===== src/rtl/mdec_pkg.sv =====
package mdec_pkg;
  localparam int MTHD_W     = 11;
  localparam int DATA_W     = 32;
  localparam int NUM_RANGES = 8;   // last entry is the sentinel
  localparam int NUM_SLOTS  = 33;
  localparam int NUM_STATE  = 29;
  localparam int NUM_CMD    = 4;
  localparam int SLOT_W     = $clog2(NUM_SLOTS);
  localparam int RPTR_W     = $clog2(NUM_RANGES);
  localparam int STATE_W    = $clog2(NUM_STATE);
  localparam int CMD_W      = $clog2(NUM_CMD);

  typedef enum logic [2:0] {
    ST_IDLE, ST_SCAN, ST_CHECK, ST_EXEC, ST_WAIT, ST_DONE
  } fsm_e;

  function automatic logic [MTHD_W:0] range_start(input int r);
    case (r)
      0: return 12'h000;
      1: return 12'h040;
      2: return 12'h050;
      3: return 12'h080;
      4: return 12'h088;
      5: return 12'h0C0;
      6: return 12'h0C3;
      default: return 12'h800;
    endcase
  endfunction

  function automatic logic [MTHD_W:0] range_len(input int r);
    case (r)
      0, 1, 2: return 12'd1;
      3, 4:    return 12'd7;
      5:       return 12'd2;
      6:       return 12'd14;
      default: return 12'd0;
    endcase
  endfunction

  function automatic logic slot_is_cmd(input int s);
    return (s == 1) || (s == 2) || (s == 17) || (s == 18);
  endfunction

  function automatic int slot_state_idx(input int s);
    if (s == 0)       return 0;
    else if (s <= 16) return s - 2;
    else              return s - 4;
  endfunction

  function automatic int slot_cmd_idx(input int s);
    if (s == 1)       return 0;
    else if (s == 2)  return 1;
    else if (s == 17) return 2;
    else              return 3;
  endfunction

  function automatic logic [DATA_W-1:0] tile_mask(input int j);
    case (j)
      0, 4:    return 32'h0000_0FFF;
      1, 5:    return 32'h0007_FFFF;
      2, 6:    return 32'h0000_1FFF;
      default: return 32'h0000_07FF;
    endcase
  endfunction

  function automatic logic [DATA_W-1:0] slot_mask(input int s);
    if (s >= 3 && s <= 16) return tile_mask((s - 3) % 7);
    case (s)
      19, 21, 30: return 32'h0000_00FF;
      23, 24:     return 32'h0007_FFFF;
      25:         return 32'h0000_FFFF;
      26:         return 32'h0000_1FFF;
      27:         return 32'h0333_FFFF;
      default:    return 32'hFFFF_FFFF;
    endcase
  endfunction
endpackage


===== src/rtl/mdec_range_walker.sv =====
module mdec_range_walker
  import mdec_pkg::*;
(
  input  logic              clk_i,
  input  logic              rst_ni,
  input  logic              start_i,
  input  logic              advance_i,
  input  logic [MTHD_W-1:0] mthd_i,
  output logic              hit_o,
  output logic              miss_o,
  output logic [SLOT_W-1:0] slot_o
);
  logic [RPTR_W-1:0] ptr_q;
  logic [SLOT_W-1:0] base_q;
  logic [MTHD_W:0]   lo, hi, len, idx_ext, off;

  always_comb begin
    lo      = range_start(int'(ptr_q));
    len     = range_len(int'(ptr_q));
    hi      = lo + len;
    idx_ext = {1'b0, mthd_i};
    off     = idx_ext - lo;
    miss_o  = idx_ext < lo;
    hit_o   = !miss_o && (idx_ext < hi);
    slot_o  = base_q + off[SLOT_W-1:0];
  end

  always_ff @(posedge clk_i or negedge rst_ni) begin
    if (!rst_ni) begin
      ptr_q  <= '0;
      base_q <= '0;
    end else if (start_i) begin
      ptr_q  <= '0;
      base_q <= '0;
    end else if (advance_i) begin
      ptr_q  <= ptr_q + 1'b1;
      base_q <= base_q + len[SLOT_W-1:0];
    end
  end


  walk_step_chk: assert property (@(posedge clk_i) disable iff (!rst_ni)
    advance_i && !start_i |=> ptr_q == $past(ptr_q) + 1'b1);
endmodule


===== src/rtl/mdec_field_check.sv =====
module mdec_field_check
  import mdec_pkg::*;
(
  input  logic [SLOT_W-1:0]  slot_i,
  input  logic [DATA_W-1:0]  data_i,
  output logic               bad_o,
  output logic               is_cmd_o,
  output logic [STATE_W-1:0] state_idx_o,
  output logic [CMD_W-1:0]   cmd_idx_o
);
  logic [DATA_W-1:0] mask;
  int s, si, ci;

  always_comb begin
    s           = int'(slot_i);
    mask        = slot_mask(s);
    bad_o       = |(data_i & ~mask);
    is_cmd_o    = slot_is_cmd(s);
    si          = slot_state_idx(s);
    ci          = slot_cmd_idx(s);
    state_idx_o = si[STATE_W-1:0];
    cmd_idx_o   = ci[CMD_W-1:0];
  end
endmodule


===== src/rtl/mdec_state_file.sv =====
module mdec_state_file
  import mdec_pkg::*;
(
  input  logic                        clk_i,
  input  logic                        rst_ni,
  input  logic                        we_i,
  input  logic [STATE_W-1:0]          widx_i,
  input  logic [DATA_W-1:0]           wdata_i,
  output logic [NUM_STATE*DATA_W-1:0] state_o
);
  for (genvar k = 0; k < NUM_STATE; k++) begin : g_reg
    logic [DATA_W-1:0] q;
    always_ff @(posedge clk_i or negedge rst_ni) begin
      if (!rst_ni)                                  q <= '0;
      else if (we_i && widx_i == STATE_W'(k))       q <= wdata_i;
    end
    assign state_o[k*DATA_W +: DATA_W] = q;
  end
endmodule


===== src/rtl/mdec_top.sv =====
module mdec_top
  import mdec_pkg::*;
(
  input  logic                        clk_i,
  input  logic                        rst_ni,
  input  logic                        cmd_valid_i,
  output logic                        cmd_ready_o,
  input  logic [MTHD_W-1:0]           cmd_mthd_i,
  input  logic [DATA_W-1:0]           cmd_data_i,
  output logic [NUM_STATE*DATA_W-1:0] state_o,
  output logic [NUM_CMD-1:0]          cmd_strobe_o,
  output logic [DATA_W-1:0]           cmd_data_o,
  input  logic                        cmd_err_i,
  output logic [DATA_W-1:0]           exc_word_o,
  output logic [DATA_W-1:0]           exc_data_o,
  output logic                        host_irq_o,
  input  logic                        host_ack_i,
  output logic                        cmd_done_o
);
  localparam int PAD_W = 16 - MTHD_W;

  fsm_e               st_q;
  logic [MTHD_W-1:0]  mthd_q;
  logic [DATA_W-1:0]  data_q, exc_word_q, exc_data_q;
  logic [SLOT_W-1:0]  slot_q, walk_slot;
  logic               irq_q, walk_hit, walk_miss, accept;
  logic               chk_bad, chk_cmd, st_we;
  logic [STATE_W-1:0] st_idx;
  logic [CMD_W-1:0]   cmd_idx;

  assign accept = (st_q == ST_IDLE) && cmd_valid_i;

  mdec_range_walker u_walk (
    .clk_i     (clk_i),
    .rst_ni    (rst_ni),
    .start_i   (accept),
    .advance_i (st_q == ST_SCAN && !walk_hit && !walk_miss),
    .mthd_i    (mthd_q),
    .hit_o     (walk_hit),
    .miss_o    (walk_miss),
    .slot_o    (walk_slot)
  );

  mdec_field_check u_chk (
    .slot_i      (slot_q),
    .data_i      (data_q),
    .bad_o       (chk_bad),
    .is_cmd_o    (chk_cmd),
    .state_idx_o (st_idx),
    .cmd_idx_o   (cmd_idx)
  );

  assign st_we = (st_q == ST_CHECK) && !chk_bad && !chk_cmd;

  mdec_state_file u_state (
    .clk_i   (clk_i),
    .rst_ni  (rst_ni),
    .we_i    (st_we),
    .widx_i  (st_idx),
    .wdata_i (data_q),
    .state_o (state_o)
  );

  always_ff @(posedge clk_i or negedge rst_ni) begin
    if (!rst_ni) begin
      st_q       <= ST_IDLE;
      mthd_q     <= '0;
      data_q     <= '0;
      slot_q     <= '0;
      exc_word_q <= '0;
      exc_data_q <= '0;
      irq_q      <= 1'b0;
    end else begin
      case (st_q)
        ST_IDLE: if (cmd_valid_i) begin
          mthd_q <= cmd_mthd_i;
          data_q <= cmd_data_i;
          st_q   <= ST_SCAN;
        end
        ST_SCAN: if (walk_miss) begin
          exc_word_q <= {{PAD_W{1'b0}}, mthd_q, 16'h0001};
          exc_data_q <= data_q;
          irq_q      <= 1'b1;
          st_q       <= ST_WAIT;
        end else if (walk_hit) begin
          slot_q <= walk_slot;
          st_q   <= ST_CHECK;
        end
        ST_CHECK: if (chk_bad) begin
          exc_word_q <= {{PAD_W{1'b0}}, mthd_q, 16'h0003};
          exc_data_q <= data_q;
          irq_q      <= 1'b1;
          st_q       <= ST_WAIT;
        end else begin
          st_q <= chk_cmd ? ST_EXEC : ST_DONE;
        end
        ST_EXEC: if (cmd_err_i) begin
          exc_word_q <= {{PAD_W{1'b0}}, mthd_q, 16'h0000};
          exc_data_q <= data_q;
          irq_q      <= 1'b1;
          st_q       <= ST_WAIT;
        end else begin
          st_q <= ST_DONE;
        end
        ST_WAIT: if (host_ack_i) begin
          irq_q <= 1'b0;
          st_q  <= ST_DONE;
        end
        default: st_q <= ST_IDLE;
      endcase
    end
  end

  always_comb begin
    cmd_strobe_o = '0;
    if (st_q == ST_EXEC) cmd_strobe_o[cmd_idx] = 1'b1;
  end

  assign cmd_ready_o = (st_q == ST_IDLE);
  assign cmd_done_o  = (st_q == ST_DONE);
  assign cmd_data_o  = data_q;
  assign exc_word_o  = exc_word_q;
  assign exc_data_o  = exc_data_q;
  assign host_irq_o  = irq_q;


  strobe_onehot_chk: assert property (@(posedge clk_i) disable iff (!rst_ni)
    $onehot0(cmd_strobe_o));

  strobe_pulse_chk: assert property (@(posedge clk_i) disable iff (!rst_ni)
    |cmd_strobe_o |=> !(|cmd_strobe_o));

  slot_in_range_chk: assert property (@(posedge clk_i) disable iff (!rst_ni)
    (st_q == ST_SCAN && walk_hit) |-> walk_slot < SLOT_W'(NUM_SLOTS));

  busy_after_accept_chk: assert property (@(posedge clk_i) disable iff (!rst_ni)
    cmd_valid_i && cmd_ready_o |=> !cmd_ready_o);

  done_pulse_chk: assert property (@(posedge clk_i) disable iff (!rst_ni)
    cmd_done_o |=> !cmd_done_o && cmd_ready_o);

  irq_hold_chk: assert property (@(posedge clk_i) disable iff (!rst_ni)
    host_irq_o && !host_ack_i |=> host_irq_o);

  ready_low_irq_chk: assert property (@(posedge clk_i) disable iff (!rst_ni)
    host_irq_o |-> !cmd_ready_o);
endmodule


===== config.mk =====
export PLATFORM = sky130hd
export DESIGN_NAME = mdec_top
export DESIGN_NICKNAME = d
export VERILOG_FILES = /design/src/rtl/mdec_pkg.sv /design/src/rtl/mdec_range_walker.sv /design/src/rtl/mdec_field_check.sv /design/src/rtl/mdec_state_file.sv /design/src/rtl/mdec_top.sv
export SDC_FILE = /design/constraint.sdc
export NUM_CORES = 1
export LEC_CHECK = 0
export BUFFER_PORTS_ARGS = -buffer_cell sky130_fd_sc_hd__buf_4
export CAP_MARGIN = 20
export CELL_PAD_IN_SITES_DETAIL_PLACEMENT = 2
export CELL_PAD_IN_SITES_GLOBAL_PLACEMENT = 2
export CORE_AREA = 2 2 424 426
export CTS_CLUSTER_DIAMETER = 50
export DETAILED_ROUTE_END_ITERATION = 10
export DIE_AREA = 0 0 426 428
export PLACE_DENSITY = 0.56
export SKIP_LAST_GASP = 1
export SLEW_MARGIN = 40
export SYNTH_ARGS = -nofsm -noshare
export SYNTH_HDL_FRONTEND = slang
export SYNTH_SLANG_ARGS = --single-unit

===== constraint.sdc =====
create_clock -name clk_i -period 7 [get_ports clk_i]
set_input_delay 1.4 -clock clk_i [delete_from_list [all_inputs] [get_ports clk_i]]
set_output_delay 1.4 -clock clk_i [all_outputs]
set_load 0.1 [all_outputs]

-- After elaboration in Yosys (flattened, before gate mapping)
Memory sizes are Yosys's and may differ from the RTL's.
Index checks and enable logic that the tools add are counted.
- register bits: 1054
- bits in read-only memories: 768
- output and inout bits: 1031
- word-level logic and storage cells: 214
- memories kept: 1
- memory list (name ; depth ; width ; read ports ; clocked after Yosys merged registers in ; wr ports ; line ; text):
    (no name shown) ; 32 ; 24 ; 1 ; 0 ; 0 ; mdec_pkg.sv:68 ; case (s)
- add/sub/neg operators: 8
- div/mod/pow operators: 1
- magnitude comparators: 6
- eq/ne operators: 54
- muxes and demuxes: 40
- bitwise logic cells: 3
- reduce and logical (&&, ||, !) cells: 63
- operator list (cell ; number):
    $mux W32 ; 9
    $pmux W32 S3 ; 2
    $eq A32 B3 Y1 const B ; 3
    $pmux W12 S7 ; 1
    $eq A5 B5 Y1 const B ; 13
    $pmux W19 S3 ; 1
    $eq A5 B4 Y1 const B ; 8
    $logic_and A1 B1 Y1 ; 37
    $and A32 B32 Y32 ; 1
    $eq A32 B1 Y1 const B ; 1
    $eq A32 B2 Y1 const B ; 1
    $logic_not A32 Y1 ; 1
    $mod A32 B4 Y32 const B ; 1
    $not A32 Y32 ; 1
    $reduce_or A32 Y1 ; 1
    $lt A11 B12 Y1 ; 2
    $mux W3 ; 8
    $eq A5 B3 Y1 const B ; 4
    $pmux W4 S4 ; 1
    $eq A3 B3 Y1 const B ; 5
    $pmux W3 S5 ; 1
    $add A12 B4 Y12 ; 1
    $eq A3 B2 Y1 const B ; 4
    $eq A6 B6 Y1 const B ; 2
    other kinds (41) ; 66

-- Depth between registers and ports, before layout
- depth in word-level cells: 14
- gate-level depth with buffers: 32

-- By module
From an unflattened synthesis, not the netlist that was laid out.
- cell total of the unflattened synthesis: 2711
- area, all modules: 41578.6 µm²
- modules (own cells, without submodules) (module ; times used ; cells an instance ; area each (µm²) ; seq. area each (µm²)):
    mdec_state_file ; 1 ; 2088 ; 34758.3 ; 23222.3
    mdec_top ; 1 ; 267 ; 4147.7 ; 2452.4
    mdec_field_check ; 1 ; 197 ; 1353.8 ; 0.0
    mdec_range_walker ; 1 ; 159 ; 1318.8 ; 225.2

-- Worst setup path after synthesis
No wires, ideal clock.
- path kind: reg2reg
- start: reg slot_q[2]
- end: reg u_state.g_reg[21].q[11]
- library setup time: 0.125 ns
- arrival time: 6.236 ns
- required time: 6.875 ns
- setup slack: 0.638 ns
- cell stages (with the launch flop): 32
- buffers on the path: 7
- cells stage by stage: dfrtp_1 buf_2 buf_2 inv_1 ha_1 a21boi_2 o311ai_4 xor2_1 buf_4 nand2_1 xnor2_1 a21oi_1 ha_1 nand2_1 o211ai_4 xor2_1 ha_1 clkbuf_1 a211oi_2 xnor2_1 inv_1 ha_1 o21a_1 o41a_1 a221oi_1 nand3_1 a21o_1 buf_4 buf_6 nor3_4 buf_2 mux2_2
- word-level cells in the longest chain between the ends: 14
- elaborated cells between the ends (all ways): 41
- classes of those cells: add/sub: 3; div: 1; order compare: 2; eq/ne: 10; mux: 7; bitwise: 2; reduce/logical: 15; memory: 1
- ends and longest elaborated chain (item ; line ; text):
    start: declaration ; mdec_top.sv:25 ; logic [SLOT_W-1:0] slot_q, walk_slot;
    start signal: assignment ; mdec_top.sv:86 ; slot_q <= walk_slot;
    $sub A6 B2 Y7 ; mdec_pkg.sv:67 ; if (s >= 3 && s <= 16) return tile_mask((s - 3) % 7);
    $mod A32 B4 Y32 ; mdec_pkg.sv:67 ;
    $eq A32 B2 Y1, or another cell as far along ; mdec_pkg.sv:58 ; case (j)
    $reduce_or A2 Y1 ; mdec_pkg.sv:58 ;
    $pmux W19 S3 ; mdec_pkg.sv:58 ;
    $mux W32 ; mdec_pkg.sv:67 ;
    $mux W32 ; mdec_pkg.sv:68 ;
    $not A32 Y32 ; mdec_field_check.sv:17 ; bad_o = |(data_i & ~mask);
    $and A32 B32 Y32 ; mdec_field_check.sv:17 ;
    $reduce_or A32 Y1 ; mdec_field_check.sv:17 ;
    $logic_not A1 Y1 ; mdec_top.sv:53 ; assign st_we = (st_q == ST_CHECK) && !chk_bad && !chk_cmd;
    $logic_and A1 B1 Y1 (2 in a row) ; mdec_top.sv:53 ;
    $logic_and A1 B1 Y1 * ; mdec_state_file.sv:15 ; else if (we_i && widx_i == STATE_W'(k)) q <= wdata_i;
    end signal: assignment ; mdec_state_file.sv:15 ;
    end: declaration ; mdec_state_file.sv:12 ; logic [DATA_W-1:0] q;
Every way passes the cells marked *; elsewhere a longest branch is shown, timed or not. The select of a mux whose other input is x is not followed.
A chain may end at the register's enable or synchronous reset.

-- Worst setup path after layout
- start: reg slot_q[3]
- end: reg u_state.g_reg[17].q[14]
- word-level cells in the longest chain between the ends: 14
- elaborated cells between the ends (all ways): 41
- classes of those cells: add/sub: 3; div: 1; order compare: 2; eq/ne: 10; mux: 7; bitwise: 2; reduce/logical: 15; memory: 1
- ends and longest elaborated chain (item ; line):
    $sub A6 B2 Y7 ; mdec_pkg.sv:67
    $mod A32 B4 Y32 ; mdec_pkg.sv:67
    $eq A32 B2 Y1, or another cell as far along ; mdec_pkg.sv:58
    $reduce_or A2 Y1 ; mdec_pkg.sv:58
    $pmux W19 S3 ; mdec_pkg.sv:58
    $mux W32 ; mdec_pkg.sv:67
    $mux W32 ; mdec_pkg.sv:68
    $not A32 Y32 ; mdec_field_check.sv:17
    $and A32 B32 Y32 ; mdec_field_check.sv:17
    $reduce_or A32 Y1 ; mdec_field_check.sv:17
    $logic_not A1 Y1 ; mdec_top.sv:53
    $logic_and A1 B1 Y1 (2 in a row) ; mdec_top.sv:53
    $logic_and A1 B1 Y1 * ; mdec_state_file.sv:15
    end signal: assignment ; mdec_state_file.sv:15
    end: declaration ; mdec_state_file.sv:12
Marked as above.

==> flow_summary.yaml <==
yosys:
  yosysTopAreaCell: "dfrtp_1"
  netlist_instances: 2837
  ys_seq_area_frac: 0.6166
  synth_top_area_frac: 0.6166
  synthArstFlopShare: 1.000
  postSynthAreaPerCell_um2: 14.81
  yosysWarnings: 0
  synth.area.top_cells: "dfrtp_1 (62%), mux2_1 (19%), mux2_2 (7.2%)"
  synth-edff-count: 0
  ys_ff_latch: 1035
  ys.flop_type: "dfrtp_1"
  ys_types: 83
  synth_area_mm2: 0.04200
placement:
  gp_congestion: 0.7949
  port_buffers: 1059
  dp_hpwl_um: 128800
power_and_ir_drop:
  clkPwrFrac: 0.329
  p_sw_w: 0.01051
  power.density_mw_per_mm2: 412.2
  p_leak_nw: 31.37
  netSwitchingFraction: 0.4359
  pwr-share-comb: 0.383
  intPower_w: 0.01360
  vdd_drop_max_mv: 0.2376
  pwr-share-seq: 0.288
floorplan:
  start_util: 0.2364
  die_y_um: 428
  core_mm2: 0.1776
  num_io_pins: 1079
  row_count: 155
  dieArea_mm2: 0.1823
  die_x_um: 426
run:
  max_cap_violations: 0
critical_path:
  critPathRequiredTime_ns: 7.65
  cp_top_family: "compound AO/OA/AOI/OAI gates"
  crit_slowest_cell: "dfrtp_1"
  worstSetupStartpointType: "flop"
  cp_common_cell: "ha_1"
  worst-setup-path-type: "flop to flop"
  slowest_delay_ns: 0.37
  crit_buf_inv: 3
  end_kind: "flop"
  arrival_ns: 7.27
  critical_path_peak_fanout: 32
final_layout:
  regArea_mm2: 0.02595
  final_common_cell: "buf_4"
  drive_above_1_share: 0.4412
  final_util: 0.3293
  fillCellCount: 18490
  final_cell_mix: "buf_4 (1,140), dfrtp_1 (1,005), mux2_1 (702)"
  fin_nets: 4039
  multi_input_area_mm2: 0.01480
  area_growth_pct: 39.26
grt:
  grt_max_degree: 117
  antenna_found_initial: 21
  grt_pass1_wl_um: 261700
  grtUsageTotal: 0.2033
  grt_overflow: 0
  first_global_vias: 31330
clocking:
  clkTransAtPathRegs_ns: 0.06
  cts_buffers: 149
  cts.sinks: 1035
  cts_tree: "done"
  ctsHoldBuffers: 0
  max-clock-path-buffers: 3
  htreeDepth: 4
  clock_latency_ns: 0.79
  root_buffer: "clkbuf_16"
min_path:
  hold_class: "input pin to async pin"
detailed_routing:
  initialDrtViolationCount: 1337
  drt_first_pass_iters: 5
  wl_per_cell_um: 29.10
  drc_errors: 0
  final_antenna_net_count: 0
  vias: 28700
  viasPerCell: 4.462
  wirelength_um: 187200
sta:
  setup_viol: 0
  period_share: 0.9459
  min_period_ns: 6.621
  slew-limit-headroom: 0.4348
  worst_slew_pin_slew_ns: 0.8478
  fin_skew_ns: 0.03568
  hold_viol: 0
  tns_ns: 0
  slew_violations: 0
  max_freq_ghz: 0.1510
status:
  status: "finished clean"
==> cell type report <==
cell class,count,area share
inverters,44,0.002824
diodes,15,0.0006417
repair buffers,1181,0.1605
well taps,2355,0.05038
flip-flops and latches,1035,0.4436
multi-input cells,1536,0.2531
clock inverters,73,0.01745
clock buffers,193,0.07160
==> synth_stat cells, types with 4 or more instances <==
library cell     n
nand2_1        179
and3_1           6
xnor2_1         14
clkbuf_1       116
fa_1             5
nor2_1          31
or3_1            7
nor3_4          25
nor3_2           4
nor2b_1          5
inv_1           43
a31oi_1          7
o21ai_0         31
nor3_1          11
buf_6           12
o211ai_1         5
a21o_1          10
and2_1           9
xor2_1           7
o21ai_1          5
buf_2           34
buf_4           76
nor4_1           6
mux2_1         702
mux2_2         270
mux2i_1          7
a21oi_1         31
nand3_1         21
dfrtp_1       1035
o21a_1           5
ha_1            39
==> stage by stage <==
stage / hold slack (ns) / power [W] / cell area [um2] / cells / setup WS (ns)
6_report: 0.4696 / 0.02411 / 58490 / 6432 / 0.3787
3_5_place_dp: 0.4715 / 0.01625 / 53080 / 6144 / 0.03793
4_1_cts: 0.4879 / 0.02435 / 58290 / 6410 / 0.04553
3_3_place_gp: 0.4686 / 0.01616 / 53030 / 6143 / 0.1856
2_1_floorplan: 0.4630 / 0.01283 / 42070 / 2855 / 0.6384
5_1_grt: 0.4102 / 0.02522 / 58470 / 6422 / -0.007504
==> cells by family after synthesis <==
group	synth area share
flops	0.6166
simple gates	0.04167
fa+ha+maj	0.01448
buf+inv	0.03542
mux	0.2626
other cells	0.0001788
xor+xnor	0.004379
compound gates	0.02467
==> power groups by stage <==
stage | Sequential [W] | Clock (W) | Combinational, W
after floorplan | 0.00911 | 0 | 0.00372
final | 0.00694 | 0.00793 | 0.00923
after global placement | 0.00705 | 0 | 0.00911
after global routing | 0.00701 | 0.00842 | 0.00979
after detailed placement | 0.00708 | 0 | 0.00917
after CTS | 0.00697 | 0.00819 | 0.00919
==> metal layers <==
layer,up-vias,GRT usage,share of wire
li1,12110,-,-
met1,15510,0.2408,0.40
met2,871,0.3511,0.51
met3,206,0.05896,0.066
met4,0,0.06523,0.027
met5,-,0,0
==> repair_timing <==
action	4_1_cts	5_1_grt
endpoints found under the setup margin	0	968
setup buffers	0	4
gates resized for setup	0	11
==> flip-flops by register name, summed over array words and instances (netlist names) <==
name           count
u_walk.ptr_q       3
exc_word_o        13
st_q               3
mthd_q            11
u_state.g.q      928
cmd_data_o        32
slot_q             6
host_irq_o         1
u_walk.base_q      6
exc_data_o        32
==> final timing paths <==
| check | to | cells past startpoint | slack, ns | start |
|---|---|---|---|---|
| worst max-delay path | u_state.g_reg[17].q[14] | 26 | 0.38 | slot_q[3] |
| max in group asynchronous | u_state.g_reg[23].q[8] | 4 | 4.62 | rst_ni |
| worst max register to register | u_state.g_reg[17].q[14] | 26 | 0.38 | slot_q[3] |
| worst min register to register | u_state.g_reg[17].q[22] | 1 | 0.48 | u_state.g_reg[17].q[22] |
| worst min-delay path | u_state.g_reg[28].q[24] | 1 | 0.47 | rst_ni |
| min in group clk_i | u_state.g_reg[17].q[22] | 1 | 0.48 | u_state.g_reg[17].q[22] |
Power figures use the tool's default switching activity.
